<file path="src/rtl/morse_pkg.sv">
// Package: shared state type and letter lookup for the Morse transmitter.
// Assumes letters are stored first-symbol-in-bit-0, 1 = dash, 0 = dot.
package morse_pkg;

    localparam int SYM_BITS = 4;
    localparam int SIZE_W   = $clog2(SYM_BITS + 1);

    typedef enum logic [1:0] {
        ST_IDLE = 2'd0,
        ST_MARK = 2'd1,
        ST_GAP  = 2'd2
    } tx_state_t;

    typedef struct packed {
        logic [SYM_BITS-1:0] bits;
        logic [SIZE_W-1:0]   len;
    } letter_t;

    // Map a 3-bit select to the letter's symbol bits and count.
    function automatic letter_t letter_lookup(input logic [2:0] sel);
        letter_t r;
        case (sel)
            3'd0:    begin r.bits = 4'b0010; r.len = 3'd2; end // A
            3'd1:    begin r.bits = 4'b0001; r.len = 3'd4; end // B
            3'd2:    begin r.bits = 4'b0101; r.len = 3'd4; end // C
            3'd3:    begin r.bits = 4'b0001; r.len = 3'd3; end // D
            3'd4:    begin r.bits = 4'b0000; r.len = 3'd1; end // E
            3'd5:    begin r.bits = 4'b0100; r.len = 3'd4; end // F
            3'd6:    begin r.bits = 4'b0011; r.len = 3'd3; end // G
            default: begin r.bits = 4'b0000; r.len = 3'd4; end // H
        endcase
        return r;
    endfunction

endpackage

</file>
<file path="src/rtl/morse_lookup.sv">
// Module: morse_lookup
// Combinational letter table. It turns the select into symbol bits and a symbol count.
// Assumes: select is a stable synchronous level.
module morse_lookup
    import morse_pkg::*;
(
    input  logic [2:0]          sel_i,
    output logic [SYM_BITS-1:0] bits_o,
    output logic [SIZE_W-1:0]   len_o
);
    letter_t entry;

    // Purpose: decode the select through the package table.
    always_comb begin
        entry  = letter_lookup(sel_i);
        bits_o = entry.bits;
        len_o  = entry.len;
    end
endmodule

</file>
<file path="src/rtl/morse_tick.sv">
// Module: morse_tick
// Period timer. It counts clock cycles while run is high and gives a one-cycle
// tick on the last cycle of each period. It holds at zero while run is low.
// Assumes: PERIOD_CYCLES >= 2.
module morse_tick #(
    parameter int PERIOD_CYCLES = 50_000_000
) (
    input  logic clk,
    input  logic rst_n,
    input  logic run_i,
    output logic tick_o
);
    localparam int CW = (PERIOD_CYCLES > 1) ? $clog2(PERIOD_CYCLES) : 1;
    localparam logic [CW-1:0] LAST = CW'(PERIOD_CYCLES - 1);

    logic [CW-1:0] cnt_q;

    assign tick_o = run_i && (cnt_q == LAST);

    // Purpose: advance the period counter, wrapping at each tick.
    always_ff @(posedge clk) begin
        if (!rst_n)              cnt_q <= '0;
        else if (!run_i || tick_o) cnt_q <= '0;
        else                     cnt_q <= cnt_q + 1'b1;
    end

    AST_TICK_BOUND: assert property (@(posedge clk) disable iff (!rst_n)
        cnt_q <= LAST);
endmodule

</file>
<file path="src/rtl/morse_symreg.sv">
// Module: morse_symreg
// Symbol store: a shift register holding the remaining symbols and a size
// counter holding how many are left. Load has priority over shift.
// Assumes: shift is only requested while size is non-zero.
module morse_symreg
    import morse_pkg::*;
(
    input  logic                clk,
    input  logic                rst_n,
    input  logic                load_i,
    input  logic                shift_i,
    input  logic [SYM_BITS-1:0] bits_i,
    input  logic [SIZE_W-1:0]   len_i,
    output logic [SYM_BITS-1:0] data_o,
    output logic [SIZE_W-1:0]   size_o
);
    logic [SYM_BITS-1:0] data_q;
    logic [SIZE_W-1:0]   size_q;

    // Purpose: load a new letter or step to the next symbol.
    always_ff @(posedge clk) begin
        if (!rst_n) begin
            data_q <= '0;
            size_q <= '0;
        end else if (load_i) begin
            data_q <= bits_i;
            size_q <= len_i;
        end else if (shift_i) begin
            data_q <= {1'b0, data_q[SYM_BITS-1:1]};
            size_q <= size_q - 1'b1;
        end
    end

    assign data_o = data_q;
    assign size_o = size_q;

    AST_LOAD_LEN: assert property (@(posedge clk) disable iff (!rst_n)
        load_i |=> (size_q == $past(len_i)) && (data_q == $past(bits_i)));
    AST_ZERO_FILL: assert property (@(posedge clk) disable iff (!rst_n)
        (shift_i && !load_i) |=> !data_q[SYM_BITS-1]);
    AST_SIZE_DEC: assert property (@(posedge clk) disable iff (!rst_n)
        (shift_i && !load_i) |=> size_q == $past(size_q) - 1'b1);
    AST_NO_UNDERFLOW: assert property (@(posedge clk) disable iff (!rst_n)
        shift_i |-> size_q != '0);
endmodule

</file>
<file path="src/rtl/morse_tx.sv">
// Module: morse_tx (top)
// Morse letter transmitter. On a start pulse while idle it loads the letter.
// It then alternates mark and gap periods until the size counter empties.
// Assumes: inputs are synchronous to clk; PERIOD_CYCLES >= 2.
module morse_tx
    import morse_pkg::*;
#(
    parameter int PERIOD_CYCLES = 50_000_000
) (
    input  logic       clk,
    input  logic       rst_n,
    input  logic       start_i,
    input  logic [2:0] letter_i,
    output logic       dot_o,
    output logic       dash_o,
    output logic       busy_o
);
    tx_state_t           state_q, state_d;
    logic                load, shift, tick, run;
    logic [SYM_BITS-1:0] lk_bits, data;
    logic [SIZE_W-1:0]   lk_len, size;

    morse_lookup u_lookup (
        .sel_i  (letter_i),
        .bits_o (lk_bits),
        .len_o  (lk_len)
    );

    morse_tick #(.PERIOD_CYCLES(PERIOD_CYCLES)) u_tick (
        .clk    (clk),
        .rst_n  (rst_n),
        .run_i  (run),
        .tick_o (tick)
    );

    morse_symreg u_symreg (
        .clk     (clk),
        .rst_n   (rst_n),
        .load_i  (load),
        .shift_i (shift),
        .bits_i  (lk_bits),
        .len_i   (lk_len),
        .data_o  (data),
        .size_o  (size)
    );

    // Purpose: derive control strobes and the next state.
    always_comb begin
        run     = (state_q != ST_IDLE);
        load    = (state_q == ST_IDLE) && start_i;
        shift   = (state_q == ST_MARK) && tick;
        state_d = state_q;
        case (state_q)
            ST_IDLE: if (start_i) state_d = ST_MARK;
            ST_MARK: if (tick)    state_d = (size == SIZE_W'(1)) ? ST_IDLE : ST_GAP;
            ST_GAP:  if (tick)    state_d = ST_MARK;
            default:              state_d = ST_IDLE;
        endcase
    end

    // Purpose: hold the transmit state.
    always_ff @(posedge clk) begin
        if (!rst_n) state_q <= ST_IDLE;
        else        state_q <= state_d;
    end

    // Purpose: drive the lamps from the current symbol.
    assign dot_o  = (state_q == ST_MARK) && !data[0];
    assign dash_o = (state_q == ST_MARK) &&  data[0];
    assign busy_o = run;

    AST_IGNORE_START: assert property (@(posedge clk) disable iff (!rst_n)
        (busy_o && !shift) |=> $stable(data) && $stable(size));
    AST_END_IDLE: assert property (@(posedge clk) disable iff (!rst_n)
        (shift && size == SIZE_W'(1)) |=> !busy_o && size == '0);
    AST_IDLE_DARK: assert property (@(posedge clk) disable iff (!rst_n)
        !busy_o |-> !dot_o && !dash_o);
    AST_FIRST_MARK: assert property (@(posedge clk) disable iff (!rst_n)
        (!busy_o && start_i) |=> (dot_o || dash_o));
endmodule

</file>
<file path="config.mk">
export PLATFORM = sky130hd
export DESIGN_NAME = morse_tx
export DESIGN_NICKNAME = d
export VERILOG_FILES = /design/src/rtl/morse_pkg.sv /design/src/rtl/morse_lookup.sv /design/src/rtl/morse_tick.sv /design/src/rtl/morse_symreg.sv /design/src/rtl/morse_tx.sv
export SDC_FILE = /design/constraint.sdc
export NUM_CORES = 1
export LEC_CHECK = 0
export BUFFER_PORTS_ARGS = -buffer_cell sky130_fd_sc_hd__buf_2
export CAP_MARGIN = 10
export CELL_PAD_IN_SITES_DETAIL_PLACEMENT = 1
export CELL_PAD_IN_SITES_GLOBAL_PLACEMENT = 1
export CORE_AREA = 2 2 55 78
export DETAILED_ROUTE_END_ITERATION = 7
export DIE_AREA = 0 0 57 80
export MAX_ROUTING_LAYER = met4
export PLACE_DENSITY_LB_ADDON = 0.1
export SLEW_MARGIN = 30
export SYNTH_ARGS = -nofsm -noshare
export SYNTH_HDL_FRONTEND = slang
export SYNTH_SLANG_ARGS = --single-unit
</file>
<file path="constraint.sdc">
create_clock -name clk -period 2.5 [get_ports clk]
set_input_delay 0.375 -clock clk [delete_from_list [all_inputs] [get_ports clk]]
set_output_delay 0.375 -clock clk [all_outputs]
set_load 0.02 [all_outputs]
</file>
==> qor.yml <==
run_status:
  outcome: "completed"
worst_setup_path:
  critPathArrivalTime_ns: 2.30
  criticalPathCategory: "reg2reg"
  startpoint_type: "flop"
  end_kind: "flop"
  crit_fanout: 6
  worstPathRequired_ns: 2.69
power_and_ir_drop:
  p_leak_uw: 0.000650
  p_comb_frac: 0.067
  seq_power_share: 0.547
  powerDensity_nw_per_um2: 547
  clkPwrFrac: 0.385
  total_power_uw: 1020
  switching_share: 0.227
  ir_drop_v: 0.000385
  p_int_uw: 788
  p_switching_uw: 231
synth:
  yosysWarnings: 0
  ys_seq_area_frac: 0.401
  synth_cell_types: 39
  syn_area_um2: 1700
  synth_top_area_frac: 0.401
  synth-seq-cells: 34
  syn_inst: 199
  synth_area_leader_cell: "dfxtp_1"
  syn_avg_cell_area_um2: 8.53
  ys_top_cells_by_area: "dfxtp_1, xor2_1, nor2_1, nand3_1, xnor2_1"
  syn_nets: 208
sta:
  min_period_ns: 2.11
  max_clock_freq_ghz: 0.474
  setup_viol: 0
  tightest_slew_ns: 0.685
  slew_headroom: 0.540
  setup_tns_ns: 0
  fin_crit_sh: 0.844
  setup_ws_ns: 0.389
  fin_skew_ns: 0.00508
  rsz0062_at_grt: "no"
  hold_viol_final: 0
  final_max_slew_viol_count: 0
routing:
  drtIter0Drc: 55
  route.vias.total: 1443
  drc_errors: 0
  wl_per_cell_um: 15.7
  vias_per_cell: 5.68
  ant_nets: 0
  finalWirelength_um: 3990
  dr.pass1.iters: 3
final_layout:
  final_nets: 221
  final_layout_size_suffix_gt1_frac: 0.0948
  antennaDiodeCount: 0
  area_growth_pct: 9.73
  finish.instance_area_um2: 1860
  layout_common_cells: "nor2_1, dfxtp_1, nand3_1, xor2_1, nand2_1"
  layout_commonest_cell: "nor2_1"
place:
  place_area_um2: 1780
  dp_hpwl_um: 3110
  gp_congestion: 0.816
  place_ws_ns: 0.383
  port-buffer-count: 8
floorplanning:
  core_area_um2: 3850
  num_rows: 27
  die_h_um: 80
  die_w_um: 57
  start_util: 0.441
  io_pins: 9
  die_area_um2: 4560
clock_network:
  cts_resized: 0
  cts_tree: "yes"
  cts.clk_slew.worst_paths_ns: 0.06
  ctsHtreeMaxLevel: 2
  clk_path_buf_depth: 2
  clk_latency_ns: 0.28
  cts_sinks: 34
  holdBufCountCts: 0
  root_buffer: "clkbuf_8"
  cts_setup_buffers: 0
  numCtsBuffers: 5
worst_hold_path:
  hp-class: "in2reg"
global_routing:
  grt_usage: 0.204
  antenna_found_initial: 0
  grt_pass1_vias: 1565
  grt_max_degree: 27
  grt_pass1_wl_um: 6910
  grt_overflow_total: 0
flow_run:
  maxCapViolCount: 0
[cell families (layout without fill, tap and decap cells)]
family / count (synthesis) / count (layout) / synth area share
simple gates: 109 / 109 / 0.344
flops: 34 / 34 / 0.401
xor+xnor: 27 / 27 / 0.139
compound gates: 14 / 14 / 0.0546
buf+inv: 10 / 22 / 0.0265
fa+ha+maj: 3 / 3 / 0.0221
mux: 2 / 2 / 0.0118
[sequential cells by signal, summed over array words and instances (netlist names)]
| name | flops |
|---|---|
| state_q | 2 |
| u_symreg.data_o | 3 |
| u_symreg.size_o | 3 |
| u_tick.cnt_q | 26 |
[metrics by stage]
stage | hold WS (ns) | std cells | util
floorplan | 0.417 | 199 | -
global placement | 0.431 | 248 | 0.462
detailed placement | 0.453 | 248 | 0.462
CTS | 0.381 | 254 | 0.483
global route | 0.396 | 254 | 0.483
finish | 0.383 | 254 | 0.483
[critical path, cell delays in order, from the launching register on]
cell and delay, ns:
dfxtp_1 0.38, or4_4 0.57, nor4_4 0.30, nand3_1 0.29
xnor2_1 0.20, a221oi_1 0.28
[Yosys cell counts]
| cell type | instances |
|---|---|
| nand2_1 | 15 |
| xor2_1 | 18 |
| o2111ai_1 | 1 |
| ha_1 | 3 |
| nand2b_1 | 2 |
| inv_1 | 7 |
| nor3b_1 | 1 |
| clkbuf_1 | 1 |
| xnor2_1 | 9 |
| a211oi_2 | 1 |
| nand3b_1 | 1 |
| nor3_1 | 2 |
| nand4b_1 | 1 |
| and4_1 | 2 |
| and3_1 | 4 |
| nor4_1 | 1 |
| a21oi_1 | 5 |
| nor4bb_1 | 1 |
| a311oi_1 | 1 |
| dfxtp_1 | 34 |
| nor2b_1 | 4 |
| o21a_1 | 1 |
| mux2i_1 | 2 |
| or4b_1 | 1 |
| a221oi_1 | 1 |
| nor4_4 | 1 |
| buf_4 | 2 |
| nand3_2 | 1 |
| or4_4 | 1 |
| nand4_1 | 7 |
| a31oi_1 | 1 |
| nor2_1 | 39 |
| nand3_1 | 18 |
| and4b_1 | 1 |
| and2_1 | 3 |
| nor4_2 | 1 |
| nand4bb_1 | 1 |
| o21ai_0 | 3 |
| and4bb_1 | 1 |
[area by class of cell]
| class | count | area, um^2 |
|---|---|---|
| well taps | 43 | 53.8 |
| repair buffers | 9 | 47.5 |
| inverters | 7 | 26.3 |
| clock buffers | 6 | 82.6 |
| fillers | 471 | 1990 |
| multi-input cells | 155 | 971 |
| flip-flops and latches | 34 | 681 |
[power by group through the flow]
stage	clock network (uW)	logic, uW	registers [uW]
6_report	392	68.7	558
5_1_grt	428	78.5	558
4_1_cts	405	70.0	558
3_5_place_dp	0	69.6	570
3_3_place_gp	0	66.2	568
2_1_floorplan	0	48.6	568
[worst paths after layout]
path                               startpoint                              end  slack (ns)  depth (start not counted)
setup / recovery  u_tick.cnt_q[18]$_SDFF_PP0_  u_symreg.size_o[0]$_SDFFE_PN0P_        0.39                          5
hold / removal                          rst_n  u_symreg.data_o[0]$_SDFFE_PN0P_        0.38                          3
setup reg to reg  u_tick.cnt_q[18]$_SDFF_PP0_  u_symreg.size_o[0]$_SDFFE_PN0P_        0.39                          5
hold reg to reg    u_tick.cnt_q[0]$_SDFF_PP0_       u_tick.cnt_q[0]$_SDFF_PP0_        0.46                          1
[routing by layer]
metal / routed length (um) / up-vias / share of wire / track usage
met4: 150 / 0 / 0.038 / 0.0860
li1: - / 711 / - / -
met3: 96 / 13 / 0.024 / 0.0486
met5: 0 / - / 0 / -
met1: 1480 / 702 / 0.37 / 0.182
met2: 2270 / 17 / 0.57 / 0.397
No activity file was read; power rests on OpenSTA's default activity.
